## src/rtl/lrn_pkg.sv

```systemverilog
package lrn_pkg;

  typedef enum logic [0:0] {
    RATE_LOW  = 1'b0,
    RATE_HIGH = 1'b1
  } rate_e;

  typedef enum logic [0:0] {
    ST_SEARCH = 1'b0,
    ST_HOLD   = 1'b1
  } neg_state_e;

  // Fastest supported rate; no capability at all falls back to low.
  function automatic logic top_rate(input logic cap_lo, input logic cap_hi);
    return cap_hi;
  endfunction

  // Slowest supported rate, tried first in the search.
  function automatic logic base_rate(input logic cap_lo, input logic cap_hi);
    return cap_hi & ~cap_lo;
  endfunction

endpackage

```

## src/rtl/lrn_rate_planner.sv

```systemverilog
module lrn_rate_planner
  import lrn_pkg::*;
(
  input  logic cap_lo_i,
  input  logic cap_hi_i,
  input  logic cur_rx_i,
  output logic top_o,
  output logic first_o,
  output logic next_o
);

  logic dual;

  always_comb begin
    dual    = cap_lo_i & cap_hi_i;
    top_o   = top_rate(cap_lo_i, cap_hi_i);
    first_o = base_rate(cap_lo_i, cap_hi_i);
    // Dual-rate nodes alternate; single-rate nodes stay put.
    next_o  = dual ? ~cur_rx_i : first_o;
  end

endmodule

```

## src/rtl/lrn_run_counter.sv

```systemverilog
module lrn_run_counter #(
  parameter int LIMIT = 16
) (
  input  logic clk_i,
  input  logic rst_i,
  input  logic clear_i,
  input  logic step_i,
  output logic done_o
);

  localparam int CW = (LIMIT > 1) ? $clog2(LIMIT) : 1;
  localparam logic [CW-1:0] LAST = CW'(LIMIT - 1);

  logic [CW-1:0] count_q;
  logic          at_last;

  always_comb begin
    at_last = (count_q == LAST);
    done_o  = step_i & at_last;
  end

  always_ff @(posedge clk_i) begin
    if (rst_i || clear_i) begin
      count_q <= '0;
    end else if (step_i) begin
      count_q <= at_last ? '0 : count_q + 1'b1;
    end
  end

endmodule

```

## src/rtl/lrn_link_rate_ctrl.sv

```systemverilog
module lrn_link_rate_ctrl
  import lrn_pkg::*;
#(
  parameter int DWELL_CYCLES = 64,
  parameter int QUAL_CYCLES  = 8
) (
  input  logic clk_i,
  input  logic rst_i,
  input  logic cap_low_i,
  input  logic cap_high_i,
  input  logic rx_good_i,
  output logic tx_rate_o,
  output logic rx_rate_o,
  output logic locked_o,
  output logic settled_rate_o
);

  neg_state_e state_q;
  logic       tx_q;
  logic       rx_q;
  logic       settled_q;

  logic       rate_top;
  logic       rate_first;
  logic       rate_next;

  logic       searching;
  logic       tmr_clear;
  logic       tmr_step;
  logic       tmr_done;
  logic       qual_clear;
  logic       qual_step;
  logic       qual_done;

  lrn_rate_planner u_plan (
    .cap_lo_i (cap_low_i),
    .cap_hi_i (cap_high_i),
    .cur_rx_i (rx_q),
    .top_o    (rate_top),
    .first_o  (rate_first),
    .next_o   (rate_next)
  );

  always_comb begin
    searching = (state_q == ST_SEARCH);
    // One counter serves as dwell timer while searching and loss timer when held.
    tmr_step  = searching ? 1'b1 : ~rx_good_i;
    tmr_clear = searching ? qual_done : rx_good_i;
    qual_step  = searching & rx_good_i;
    qual_clear = ~rx_good_i | ~searching | tmr_done;
  end

  lrn_run_counter #(.LIMIT(DWELL_CYCLES)) u_dwell (
    .clk_i   (clk_i),
    .rst_i   (rst_i),
    .clear_i (tmr_clear),
    .step_i  (tmr_step),
    .done_o  (tmr_done)
  );

  lrn_run_counter #(.LIMIT(QUAL_CYCLES)) u_qual (
    .clk_i   (clk_i),
    .rst_i   (rst_i),
    .clear_i (qual_clear),
    .step_i  (qual_step),
    .done_o  (qual_done)
  );

  always_ff @(posedge clk_i) begin
    if (rst_i) begin
      state_q   <= ST_SEARCH;
      tx_q      <= rate_top;
      rx_q      <= rate_first;
      settled_q <= 1'b0;
    end else begin
      unique case (state_q)
        ST_SEARCH: begin
          if (qual_done) begin
            // Qualification has priority over dwell expiry.
            state_q   <= ST_HOLD;
            tx_q      <= rx_q;
            settled_q <= rx_q;
          end else begin
            tx_q <= rate_top;
            if (tmr_done) rx_q <= rate_next;
          end
        end
        ST_HOLD: begin
          if (tmr_done) begin
            state_q   <= ST_SEARCH;
            tx_q      <= rate_top;
            rx_q      <= rate_first;
            settled_q <= 1'b0;
          end
        end
        default: state_q <= ST_SEARCH;
      endcase
    end
  end

  assign tx_rate_o      = tx_q;
  assign rx_rate_o      = rx_q;
  assign locked_o       = (state_q == ST_HOLD);
  assign settled_rate_o = settled_q;

endmodule

```

## config.mk

```make
export PLATFORM = sky130hd
export DESIGN_NAME = lrn_link_rate_ctrl
export DESIGN_NICKNAME = d
export VERILOG_FILES = /design/src/rtl/lrn_pkg.sv /design/src/rtl/lrn_rate_planner.sv /design/src/rtl/lrn_run_counter.sv /design/src/rtl/lrn_link_rate_ctrl.sv
export SDC_FILE = /design/constraint.sdc
export NUM_CORES = 1
export LEC_CHECK = 0
export ABC_AREA = 1
export BUFFER_PORTS_ARGS = -buffer_cell sky130_fd_sc_hd__buf_4
export CAP_MARGIN = 10
export CORE_MARGIN = 3
export CORE_UTILIZATION = 38
export CTS_CLUSTER_SIZE = 14
export DETAILED_ROUTE_END_ITERATION = 16
export SLEW_MARGIN = 20
export SYNTH_ARGS = -nofsm -noshare
export SYNTH_HDL_FRONTEND = slang
export SYNTH_SLANG_ARGS = --single-unit
```

## constraint.sdc

```tcl
create_clock -name clk_i -period 1.7 [get_ports clk_i]
set_clock_uncertainty 0.2 [all_clocks]
set_input_delay 0.255 -clock clk_i [delete_from_list [all_inputs] [get_ports clk_i]]
set_output_delay 0.255 -clock clk_i [all_outputs]
set_load 0.05 [all_outputs]
```

# After elaboration in Yosys (flattened, before gate mapping)
# Cells that the tools add are included.
[op_classes] addsub=2 mul=0 div=0 order_cmp=0 n_eq_ne=7 shifts=0 muxes=20 bitwise=11 reduce_logical=4
[op_table] op="two-way mux 1 bit" count=14
[op_table] op="one-hot mux 1 bit (2 select lines)" count=4
[op_table] op="adder 6 x 1 -> 6 bit, second input constant" count=1
[op_table] op="== test 6 bit, second input constant" count=1
[op_table] op="two-way mux 6 bit" count=1
[op_table] op="inequality test 3 x 2 -> 1 bit, second input constant" count=2
[op_table] op="AND 1 bit" count=5
[op_table] op="inequality test 2 x 1 -> 1 bit, second input constant" count=2
[op_table] op="NOT 1 bit" count=4
[op_table] op="adder 3 x 1 -> 3 bit, second input constant" count=1
[op_table] op="== test 3 bit, second input constant" count=1
[op_table] op="two-way mux 3 bit" count=1
[op_table] op="inequality test 3 bit, second input constant" count=1
[op_table] op="AND reduction 3 bit" count=1
[op_table] op="logical OR 1 bit" count=2
[op_table] op="OR 1 bit" count=2
[op_table] op="AND reduction 2 bit" count=1
[word_totals] register_bits=13 latch_bits=0 mem_bits_rw=0 mem_bits_ro=0 input_bits=5 output_inout_bits=4 wordCells=50 memories=0

# Longest topological paths before layout
# Gate-level depths: netlist of run 1.
[logic_depth] word_depth=7 mapped_depth=7 ltp_nobuf=7

# Modules after synthesis
# A second synthesis of run 1 with hierarchy kept.
[hier_totals] cells_unflattened=103 area_unflattened_um2=691.9
[modules_own_cells] mod="lrn_run_counter (u_dwell)" n_inst=1 cells_per_inst=47 area_each_um2=310.3 seq_area_each_um2=120.1
[modules_own_cells] mod="lrn_link_rate_ctrl" n_inst=1 cells_per_inst=29 area_each_um2=201.4 seq_area_each_um2=100.1
[modules_own_cells] mod="lrn_run_counter (u_qual)" n_inst=1 cells_per_inst=23 area_each_um2=156.4 seq_area_each_um2=60.1
[modules_own_cells] mod="lrn_rate_planner" n_inst=1 cells_per_inst=4 area_each_um2=23.8 seq_area_each_um2=0.0

# Worst setup path before layout of run 1
# No wires, ideal clock.
[synth_timing] kind="register to register" startpoint="reg state_q, in the netlist locked_o" endpoint="reg rx_q, in the netlist rx_rate_o, enable pin" setup_time_ps=289 arrival_time_ps=1125 t_required_ps=1211 path_slack_ps=86 path_stages_with_launch=7 n_path_buf=0 period_less_slack_ps=1614 cell_sequence="dfxtp_1 > inv_2 > nand3_1 > nand2_1 > nand2_1 > nand2_1 > inv_1"
[synth_between] elab_chain_len=5 elab_cells_between_ends=9 cone_classes="eq/ne: 3; mux: 1; bitwise: 4; reduce/logical: 1"
[synth_rtl] element="from (decl)" line_no="lrn_link_rate_ctrl.sv:18" text="neg_state_e state_q;"
[synth_rtl] element="from (signal assigned)" line_no="lrn_link_rate_ctrl.sv:71" text="state_q <= ST_SEARCH;"
[synth_rtl] element="from (signal assigned)" line_no="lrn_link_rate_ctrl.sv:80" text="state_q <= ST_HOLD;"
[synth_rtl] element="from (signal assigned)" line_no="lrn_link_rate_ctrl.sv:90" text="state_q <= ST_SEARCH;"
[synth_rtl] element="NOT 1 bit"
[synth_rtl] element="AND 1 bit" line_no="lrn_link_rate_ctrl.sv:49" text="qual_step = searching & rx_good_i;"
[synth_rtl] element="AND 1 bit" line_no="lrn_run_counter.sv:19" text="done_o = step_i & at_last;"
[synth_rtl] element="inequality test 3 bit (no source line)"
[synth_rtl] element="AND reduction 3 bit (no source line) (*)"
[synth_rtl] element="to (signal assigned)" line_no="lrn_link_rate_ctrl.sv:73" text="rx_q <= rate_first;"
[synth_rtl] element="to (signal assigned)" line_no="lrn_link_rate_ctrl.sv:85" text="if (tmr_done) rx_q <= rate_next;"
[synth_rtl] element="to (signal assigned)" line_no="lrn_link_rate_ctrl.sv:92" text="rx_q <= rate_first;"
[synth_rtl] element="to (decl)" line_no="lrn_link_rate_ctrl.sv:20" text="logic rx_q;"
# Mark *: on every way between the ends. The rest lies on a longest branch, timed or not.
# A chain may end at the register's enable or synchronous reset.

# Worst setup path after layout of run 1
[layout_timing] startpoint="reg u_qual.count_q[0]" endpoint="reg rx_q, in the netlist rx_rate_o, enable pin"
[layout_between] elab_chain_len=4
[layout_rtl] element="from (decl)" line_no="lrn_run_counter.sv:14" text="logic [CW-1:0] count_q;"
[layout_rtl] element="from (signal assigned)" line_no="lrn_run_counter.sv:26" text="count_q <= at_last ? '0 : count_q + 1'b1;"
[layout_rtl] element="== test 3 bit" line_no="lrn_run_counter.sv:18" text="at_last = (count_q == LAST);"
[layout_rtl] element="AND 1 bit" line_no="lrn_run_counter.sv:19"
[layout_rtl] element="inequality test 3 bit (no source line)"
[layout_rtl] element="AND reduction 3 bit (no source line)"
# No other way between the ends.

==> flow_summary.ini, run 1 <==
[logic_synthesis]
synthesis.yosys.warnings = 0
synth_cell_types = 18
yosys_register_bits = 13
syn_area_sq_um = 643
ys_dominant_reg_cell = dfxtp_1
syn_inst = 91
synth-seq-area-share = 0.436
synth_edf_count = 2
synth-async-reset-ratio = 0
syn-num-nets = 99
syn-mean-instance-area_sq_um = 7.07

[place]
buffer_ports.inserted = 8
dp_hpwl_um = 956
gp_congestion = 0.689

[floorplan]
coreArea_sq_um = 1540
die-area_sq_um = 2220
dieWidth_um = 47.1
io_pins = 9
start_util = 0.417
die_height_um = 47.1
floorplan.rows = 14

[timing]
finalHoldViolCount = 0
maxSlewViolCount = 0
layout_worst_path_cycle_share = 0.930
max_freq_mhz = 632
final-setup-viol-count = 0
min_period_ps = 1580
worst_slew_margin_rel = 0.793
tightestPinTransition_ps = 310
rsz0062_at_grt = no
fin_setup_tns_ps = 0
hold-worst-slack_ps = 10.4

[cts]
quantity_of_hold_fixing_buffers_added_after_cts = 0
root_buffer = clkbuf_4
clock_tree.htree_level_count = 1
numCtsBuffers = 3
clock_tree_from_tritoncts = done
clkSinkCount = 13
clock_insertion_delay_at_the_later_pin_of_the_skew_report_ps = 270
clk_pin_slew_worst_paths_ps = 80
ctsLongestPathBuffers = 2

[global_routing]
first_global_vias = 510
global_route.overflow_total = 0
largest_net_degree_at_the_start_of_global_routing = 9
grt.total_usage = 0.130
grt_pass1_wl_um = 2030
antenna_violations_before_repair = 0

[drt]
wirelength_um = 1210
drc = 0
dr.pass1.iters = 4
iter_0_drt_violations = 8
num_vias = 557
average_wire_length_per_cell_after_detail_routing_um = 10.2
antenna_violating_nets_post_route = 0
avgViaCountPerCell = 4.68

[power]
combinationalPowerShare = 0.103
cellInternalPower_w = 0.000439
p_clk_frac = 0.333
power.share.sequential = 0.564
net-switching-power_w = 0.000149
power.density_cell_area_nw_per_um2 = 762
power.ir.vdd_worst_v = 0.000454
p_sw_frac = 0.253
static-leakage-power_nw = 0.338

[critical_path]
worst_ep_arrival_time_ps = 1390
setup.worst_path.class = flop to flop
endpoint_kind = flop
crit_required_ps = 1510
crit_path_start_kind = flop
crit_fanout = 4
reg2reg_depth = 7

[run]
drv_cap = 0

[worst_hold_path]
holdPathStages = 2
worstHoldPathType = input pin to flop

[final_layout]
final_layout_size_suffix_gt1_frac = 0.233
syn_to_final_growth_pct = 19.8
fin_nets = 112
antennaDiodeCount = 0
n_fill_cell = 162

[outcome]
run_status = finished clean
-- logic make-up (layout without fill, tap and decap cells) --
family,count (synthesis),after routing,synth area share
buffers and inverters,13,25,0.0759
AOI/OAI and AO/OA,11,11,0.0895
adders and majority gates,3,3,0.0584
and+or+nand+nor,51,51,0.340
DFF,13,13,0.436
-- sequential cells by signal, indices dropped and copies added (netlist names) --
signal / cells
tx_rate_o: 1
locked_o: 1
settled_rate_o: 1
u_dwell.count_q: 6
u_qual.count_q: 3
rx_rate_o: 1
-- worst paths after layout --
kind	slack (ps)	from	end
setup / recovery	120	u_qual.count_q[0]	rx_rate_o
hold / removal	10	rst_i	locked_o
setup reg to reg	120	u_qual.count_q[0]	rx_rate_o
hold reg to reg	220	u_dwell.count_q[0]	u_dwell.count_q[0]
-- layer usage --
metal | vias up | global-route usage | part of all wire
met3 | 2 | 0.0345 | 0.029
li1 | 312 | - | -
met2 | 7 | 0.190 | 0.45
met4 | 0 | 0.0663 | 0.012
met5 | - | 0 | 0
met1 | 236 | 0.176 | 0.50
-- metrics by stage --
step | instance area [sq um] | total power [W] | cells | utilization | setup WS (ps)
final | 771 | 0.000587 | 119 | 0.500 | 119
after global routing | 771 | 0.000619 | 119 | 0.500 | 16.5
after CTS | 749 | 0.000590 | 119 | 0.486 | 65.8
after detailed placement | 723 | 0.000396 | 115 | 0.469 | 74.5
after global placement | 723 | 0.000395 | 115 | 0.469 | 97.8
after floorplan | 643 | 0.000375 | 91 | - | 85.5
-- cell type report --
class                           instances  area [sq um]  area share
Inverter                               13          48.8      0.0633
Clock buffer                            4          26.3      0.0341
Tap cell                               16          20.0      0.0260
Timing Repair Buffer                    8          60.1      0.0779
Multi-Input combinational cell         65           333       0.432
Sequential cell                        13           283       0.367
-- power groups by stage --
stage	Combinational, W	Clock, W	Sequential, W
after floorplan	0.0000287	0	0.000346
after global placement	0.0000581	0	0.000337
after detailed placement	0.0000590	0	0.000337
after CTS	0.0000592	0.000200	0.000330
after global routing	0.0000692	0.000217	0.000333
final	0.0000606	0.000196	0.000331
-- synth_stat cells (2+ instances only) --
cell type	n	area, sq um
edfxtp_1	2	60.1
o21ai_1	2	10.0
dfxtp_1	11	220
a21oi_1	7	35.0
ha_1	3	37.5
nor2_1	14	52.6
nand2_1	26	97.6
inv_2	3	11.3
nand3_1	5	25.0
inv_1	10	37.5
-- layout by cell type (no fill, tap or decap) --
| master | count |
|---|---|
| a21oi_1 | 7 |
| buf_4 | 8 |
| clkbuf_1 | 1 |
| clkbuf_4 | 3 |
| dfxtp_1 | 9 |
| dfxtp_2 | 2 |
| edfxtp_1 | 2 |
| ha_1 | 2 |
| ha_2 | 1 |
| inv_1 | 10 |
| inv_2 | 3 |
| nand2_1 | 25 |
| nand2_2 | 2 |
| nand3_1 | 3 |
| nand3_2 | 2 |
| nand3b_1 | 1 |
| nor2_1 | 14 |
| nor2_2 | 1 |
| nor2_4 | 1 |
| nor3_1 | 1 |
| nor3b_1 | 1 |
| o211ai_1 | 1 |
| o21ai_0 | 1 |
| o21ai_1 | 1 |
| o21ai_2 | 1 |
-- what timing repair did --
action,in CTS,in global routing
endpoints found under the setup margin,0,4
buffers inserted,0,0
gates resized for setup,0,7
-- critical path, stage by stage (launching register included) --
cell,delay (ps)
dfxtp_1,330
ha_1,200
ha_1,240
nand3_2,120
nand2_1,60
nand2_1,60
nand2_1,50
inv_1,60
(Power assumes the default switching activity.)
==> run 2: changes to the inputs <==
--- a/config.mk
+++ b/config.mk
@@ -5,13 +5,13 @@
 export SDC_FILE = /design/constraint.sdc
 export NUM_CORES = 1
 export LEC_CHECK = 0
-export ABC_AREA = 1
 export BUFFER_PORTS_ARGS = -buffer_cell sky130_fd_sc_hd__buf_4
 export CAP_MARGIN = 10
 export CORE_MARGIN = 3
 export CORE_UTILIZATION = 38
 export CTS_CLUSTER_SIZE = 14
 export DETAILED_ROUTE_END_ITERATION = 16
+export RECOVER_POWER = 50
 export SLEW_MARGIN = 20
 export SYNTH_ARGS = -nofsm -noshare
 export SYNTH_HDL_FRONTEND = slang
==> flow_summary.ini, run 2 <==
[timing]
max_freq_mhz = 605
hold-worst-slack_ps = 69.3
finalHoldViolCount = 0
fin_setup_tns_ps = 0
worst_slew_margin_rel = 0.797
rsz0062_at_grt = no
final-setup-viol-count = 0
maxSlewViolCount = 0
layout_worst_path_cycle_share = 0.972
tightestPinTransition_ps = 304
min_period_ps = 1650

[critical_path]
setup.worst_path.class = input pin to flop
crit_fanout = 6
r2r-start = u_qual.count_q[0]
reg2reg_depth = 6
timing.reg2reg.setup_slack_ps = 120
worst_ep_arrival_time_ps = 1490
crit_path_start_kind = input pin
crit_required_ps = 1530
endpoint_kind = flop
critical_path.reg2reg.endpoint = settled_rate_o

[logic_synthesis]
muxShareOfSynthArea = 0.0341
share_of_synthesized_cell_area_in_and_or_nand_and_nor_gates = 0.265
synth-async-reset-ratio = 0
synth_edf_count = 2
syn-mean-instance-area_sq_um = 10.7
synth-seq-area-share = 0.450
syn_inst = 58
syn-num-nets = 66
synth_area_leaders = dfxtp_1, edfxtp_1, ha_1
yosys_register_bits = 13
yosys.area.top_type_share = 0.353
yosys.cell_count.top_type = dfxtp_1
ys_top_cells_by_count = dfxtp_1, nand2_1, nand3_1, nor2_1, ha_1
synth_top_family_by_area = simple AND/OR/NAND/NOR gates
synth_cell_types = 31
synthesis.yosys.warnings = 0
post_synthesis_compound_gate_area_fraction = 0.133
synthXorXnorAreaFrac = 0.0281
ys_dominant_reg_cell = dfxtp_1
syn_area_sq_um = 623
yosys.area_share.adder = 0.0602
synth_area_leader_cell = dfxtp_1

[cts]
clkSinkCount = 13
root_buffer = clkbuf_4
clock_insertion_delay_at_the_later_pin_of_the_skew_report_ps = 280
ctsLongestPathBuffers = 2
clock_tree_from_tritoncts = done
numCtsBuffers = 3
clk_pin_slew_worst_paths_ps = 70
post-cts-setup-buffers = 0
clock_tree.htree_level_count = 1

[drt]
wirelength_um = 1140
drc = 0
num_vias = 486
iter_0_drt_violations = 7
average_wire_length_per_cell_after_detail_routing_um = 13.0
avgViaCountPerCell = 5.52
dr.pass1.iters = 4
antenna_violating_nets_post_route = 0

[final_layout]
syn_to_final_growth_pct = 18.7
n_fill_cell = 135
antennaDiodeCount = 0
biggestRegsByFlops = u_dwell.count_q: 6 flops, u_qual.count_q: 3 flops
multi_input_gate_area_in_the_final_layout_sq_um = 322
largest_register = u_dwell.count_q
commonest_non_fill_non_tap_cells_in_the_layout = dfxtp_1, buf_4, nand3_1
largest_register_ffs = 6
final_layout_size_suffix_gt1_frac = 0.288
layout.cells.most_common = dfxtp_1
ff_latch_area_sq_um = 280
fin_nets = 82
final_util = 0.523

[worst_hold_path]
holdPathStages = 2
hold_path_startpoint = cap_high_i
worstHoldPathType = input pin to flop
timing.hold.worst_endpoint = rx_rate_o

[floorplan]
die_height_um = 46.5
io_pins = 9
die-area_sq_um = 2160
coreArea_sq_um = 1420
floorplan.rows = 13
start_util = 0.440
dieWidth_um = 46.5

[power]
power.ir.vdd_worst_v = 0.000685
static-leakage-power_nw = 0.309
power.density_cell_area_nw_per_um2 = 781

[global_routing]
global_route.overflow_total = 0
grt.total_usage = 0.125
antenna_violations_before_repair = 0
largest_net_degree_at_the_start_of_global_routing = 9
grt_pass1_wl_um = 1810
first_global_vias = 437

[place]
buffer_ports.inserted = 8
gp_congestion = 0.750
dp_hpwl_um = 854

[run]
drv_cap = 0

[outcome]
run_status = finished clean
==> run 2: cell types whose count changed in the layout (fill, tap and decap cells not counted), sizes merged, moves of 2 or more <==
cell / before / now
inv: 13 / 2
and3: 0 / 3
nand2: 27 / 4
nor2: 16 / 4
and2: 0 / 2
a21o: 0 / 2
a21oi: 7 / 1
clkbuf: 4 / 7
==> run 2: through the flow <==
step	instance area, sq um	setup slack (ps)	power, W	std cells
finish	739	47.0	0.000578	88
global route	739	10.2	0.000608	88
CTS	749	41.4	0.000590	88
detailed placement	713	58.8	0.000398	83
global placement	713	140	0.000399	83
floorplan	623	16.1	0.000373	58
==> run 2: worst max path at each step <==
stage | start | to | slack [ps] | depth (start not counted)
4_1_cts | rst_i | tx_rate_o | 40 | 5
5_1_grt | u_qual.count_q[0] | settled_rate_o | 10 | 6
2_1_floorplan | locked_o | tx_rate_o | 20 | 3
3_5_place_dp | u_qual.count_q[0] | u_dwell.count_q[5] | 60 | 5
6_report | rst_i | tx_rate_o | 50 | 5
3_3_place_gp | u_qual.count_q[0] | u_dwell.count_q[5] | 140 | 5
==> run 2: routing by layer <==
| metal | GRT usage | up-vias | wire length [um] | part of all wire |
|---|---|---|---|---|
| li1 | - | 247 | - | - |
| met1 | 0.154 | 223 | 558 | 0.49 |
| met2 | 0.170 | 12 | 492 | 0.43 |
| met3 | 0.0703 | 4 | 68 | 0.060 |
| met4 | 0.0682 | 0 | 23 | 0.020 |
| met5 | 0 | - | 0 | 0 |
==> run 2: layout make-up <==
class / instances / share of cell area
Multi-Input combinational cell: 42 / 0.435
Sequential cell: 13 / 0.379
Timing Repair Buffer: 12 / 0.115
Clock buffer: 4 / 0.0355
Tap cell: 15 / 0.0254
Inverter: 2 / 0.0102
==> run 2: kinds of logic after synthesis <==
group | count (synthesis)
AOI/OAI and AO/OA | 11
xor gates and xnor gates | 2
adders and majority gates | 3
buffers and inverters | 3
DFF | 13
muxes | 2
and+or+nand+nor | 24
==> run 2: report_power, final <==
part	internal [W]	switching (W)	total, W
sequential	0.000323	0.00000659	0.000330
clock	0.0000911	0.0000950	0.000186
combinational	0.0000281	0.0000336	0.0000617
total	0.000443	0.000135	0.000578
==> run 2: timing repair <==
item	4_1_cts	5_1_grt
gates resized for setup	0	3
endpoints found under the setup margin	0	4
hold buffers	1	0
endpoints found under the hold margin	1	0
==> run 2: worst max-delay path: stages <==
cell,delay (ps)
dlygate4sd3_1,540
buf_4,160
nor2_2,120
nand3_1,90
mux2_1,310
==> run 3: changes to the inputs <==
==> constraint.sdc (replaced) <==
create_clock -name clk_i -period 1.7 [get_ports clk_i]
set_clock_uncertainty 0.2 [all_clocks]
set_input_delay 0.085 -clock clk_i [delete_from_list [all_inputs] [get_ports clk_i]]
set_output_delay 0.085 -clock clk_i [all_outputs]
set_load 0.05 [all_outputs]
==> flow_summary.ini, run 3 (same netlist as run 2, synthesis figures left out) <==
[critical_path]
timing.critical_path.cells = ha_1, ha_1, o21ai_2, a21o_1
reg2reg_depth = 4
worst_ep_arrival_time_ps = 1380
worst_path_max_delay_cell = dfxtp_1
cp_delay_by_family_top = adder cells
crit_top_cell = ha_1
crit_path_start_kind = flop
timing.reg2reg.setup_slack_ps = 120
r2r-start = u_qual.count_q[0]
crit_fanout = 3
endpoint_kind = flop
cp.buffers_inverters = 0
crit_required_ps = 1500
worst-path-stages = 4
crit_path_max_incr_delay_ps = 320
setup.worst_path.class = flop to flop
timing.critical_path.from = u_qual.count_q[0]

[drt]
iter_0_drt_violations = 8
avgViaCountPerCell = 5.42
drc = 0
dr.pass1.iters = 2
num_vias = 493
antenna_violating_nets_post_route = 0
average_wire_length_per_cell_after_detail_routing_um = 13.0
wirelength_um = 1180

[final_layout]
commonest_non_fill_non_tap_cells_in_the_layout = dfxtp_1, buf_4
fin_nets = 85
layout.cells.most_common = dfxtp_1
final_util = 0.541
antennaDiodeCount = 0
largest_register_ffs = 6
final_cells = 91
syn_to_final_growth_pct = 22.9
final_layout_size_suffix_gt1_frac = 0.237
biggestRegsByFlops = u_dwell.count_q: 6 flops, u_qual.count_q: 3 flops
largest_register = u_dwell.count_q

[timing]
final-setup-viol-count = 0
hold-worst-slack_ps = 249
finalHoldViolCount = 0
rsz0062_at_grt = no
maxSlewViolCount = 0
max_freq_mhz = 633
setup_ws_ps = 121
layout_worst_path_cycle_share = 0.929
fin_setup_tns_ps = 0
tightestPinTransition_ps = 597
worst_slew_margin_rel = 0.604
min_period_ps = 1580

[cts]
clock_insertion_delay_at_the_later_pin_of_the_skew_report_ps = 280
clock_tree_from_tritoncts = done
clkSinkCount = 13
clock_tree.htree_level_count = 1
ctsLongestPathBuffers = 2
numCtsBuffers = 3
root_buffer = clkbuf_4
clk_pin_slew_worst_paths_ps = 70

[floorplan]
dieWidth_um = 46.5
die_height_um = 46.5
floorplan.rows = 13
io_pins = 9
coreArea_sq_um = 1420
die-area_sq_um = 2160
start_util = 0.440

[place]
dp_hpwl_um = 854
buffer_ports.inserted = 8
dpl_worst_slack_ps = 58.8
place.detailed.instances = 83
gp_congestion = 0.750

[power]
combinationalPowerShare = 0.114
static-leakage-power_nw = 0.312
p_sw_frac = 0.234
p_clk_frac = 0.319
power.share.sequential = 0.567
power.ir.vdd_worst_v = 0.000689
power.density_cell_area_nw_per_um2 = 761
net-switching-power_w = 0.000136
cellInternalPower_w = 0.000446

[global_routing]
first_global_vias = 461
grt_pass1_wl_um = 1880
grt.total_usage = 0.129
global_route.overflow_total = 0
largest_net_degree_at_the_start_of_global_routing = 9
antenna_violations_before_repair = 0

[run]
drv_cap = 0

[worst_hold_path]
holdPathStages = 1
worstHoldPathType = flop to flop
hold_path_startpoint = u_dwell.count_q[0]

[outcome]
run_status = finished clean
## run 3: changes by cell type in the layout (fill, tap and decap cells not counted), sizes merged
cell | before | now
dlygate4sd3 | 1 | 4
buf | 8 | 7
clkbuf | 7 | 8
## run 3: final timing paths
kind	endpoint
setup reg to reg	rx_rate_o
setup / recovery	rx_rate_o
hold reg to reg	u_dwell.count_q[0]
hold / removal	u_dwell.count_q[0]
## run 3: power groups by stage
stage | Clock, W | Sequential, W | Combinational [W]
floorplan | 0 | 0.000347 | 0.0000261
global placement | 0 | 0.000337 | 0.0000625
detailed placement | 0 | 0.000337 | 0.0000611
CTS | 0.000197 | 0.000330 | 0.0000687
global route | 0.000209 | 0.000331 | 0.0000728
finish | 0.000186 | 0.000330 | 0.0000663
## run 3: through the flow
step	power, W	instance area [sq um]
global placement	0.000399	713
finish	0.000582	766
floorplan	0.000373	623
global route	0.000613	766
CTS	0.000595	779
detailed placement	0.000398	713
## run 3: final cells by class
| cell class | instances | area, sq um |
|---|---|---|
| fillers | 131 | 649 |
| inverters | 2 | 7.51 |
| flip-flops and latches | 13 | 280 |
| repair buffers | 15 | 109 |
| clock buffers | 4 | 26.3 |
| multi-input cells | 42 | 324 |
| well taps | 15 | 18.8 |
## run 3: what timing repair did
action / 4_1_cts / 5_1_grt
setup buffers: 0 / 0
endpoints found under the hold margin: 6 / 0
hold buffers: 4 / 0
endpoints found under the setup margin: 0 / 3
resized for setup: 0 / 2
## run 3: metal layers
metal,GRT usage,share of wire,vias to the layer above
met3,0.0703,0.050,4
met2,0.179,0.43,6
met5,0,0,-
met4,0.0739,0.019,0
met1,0.157,0.50,231
li1,-,-,252
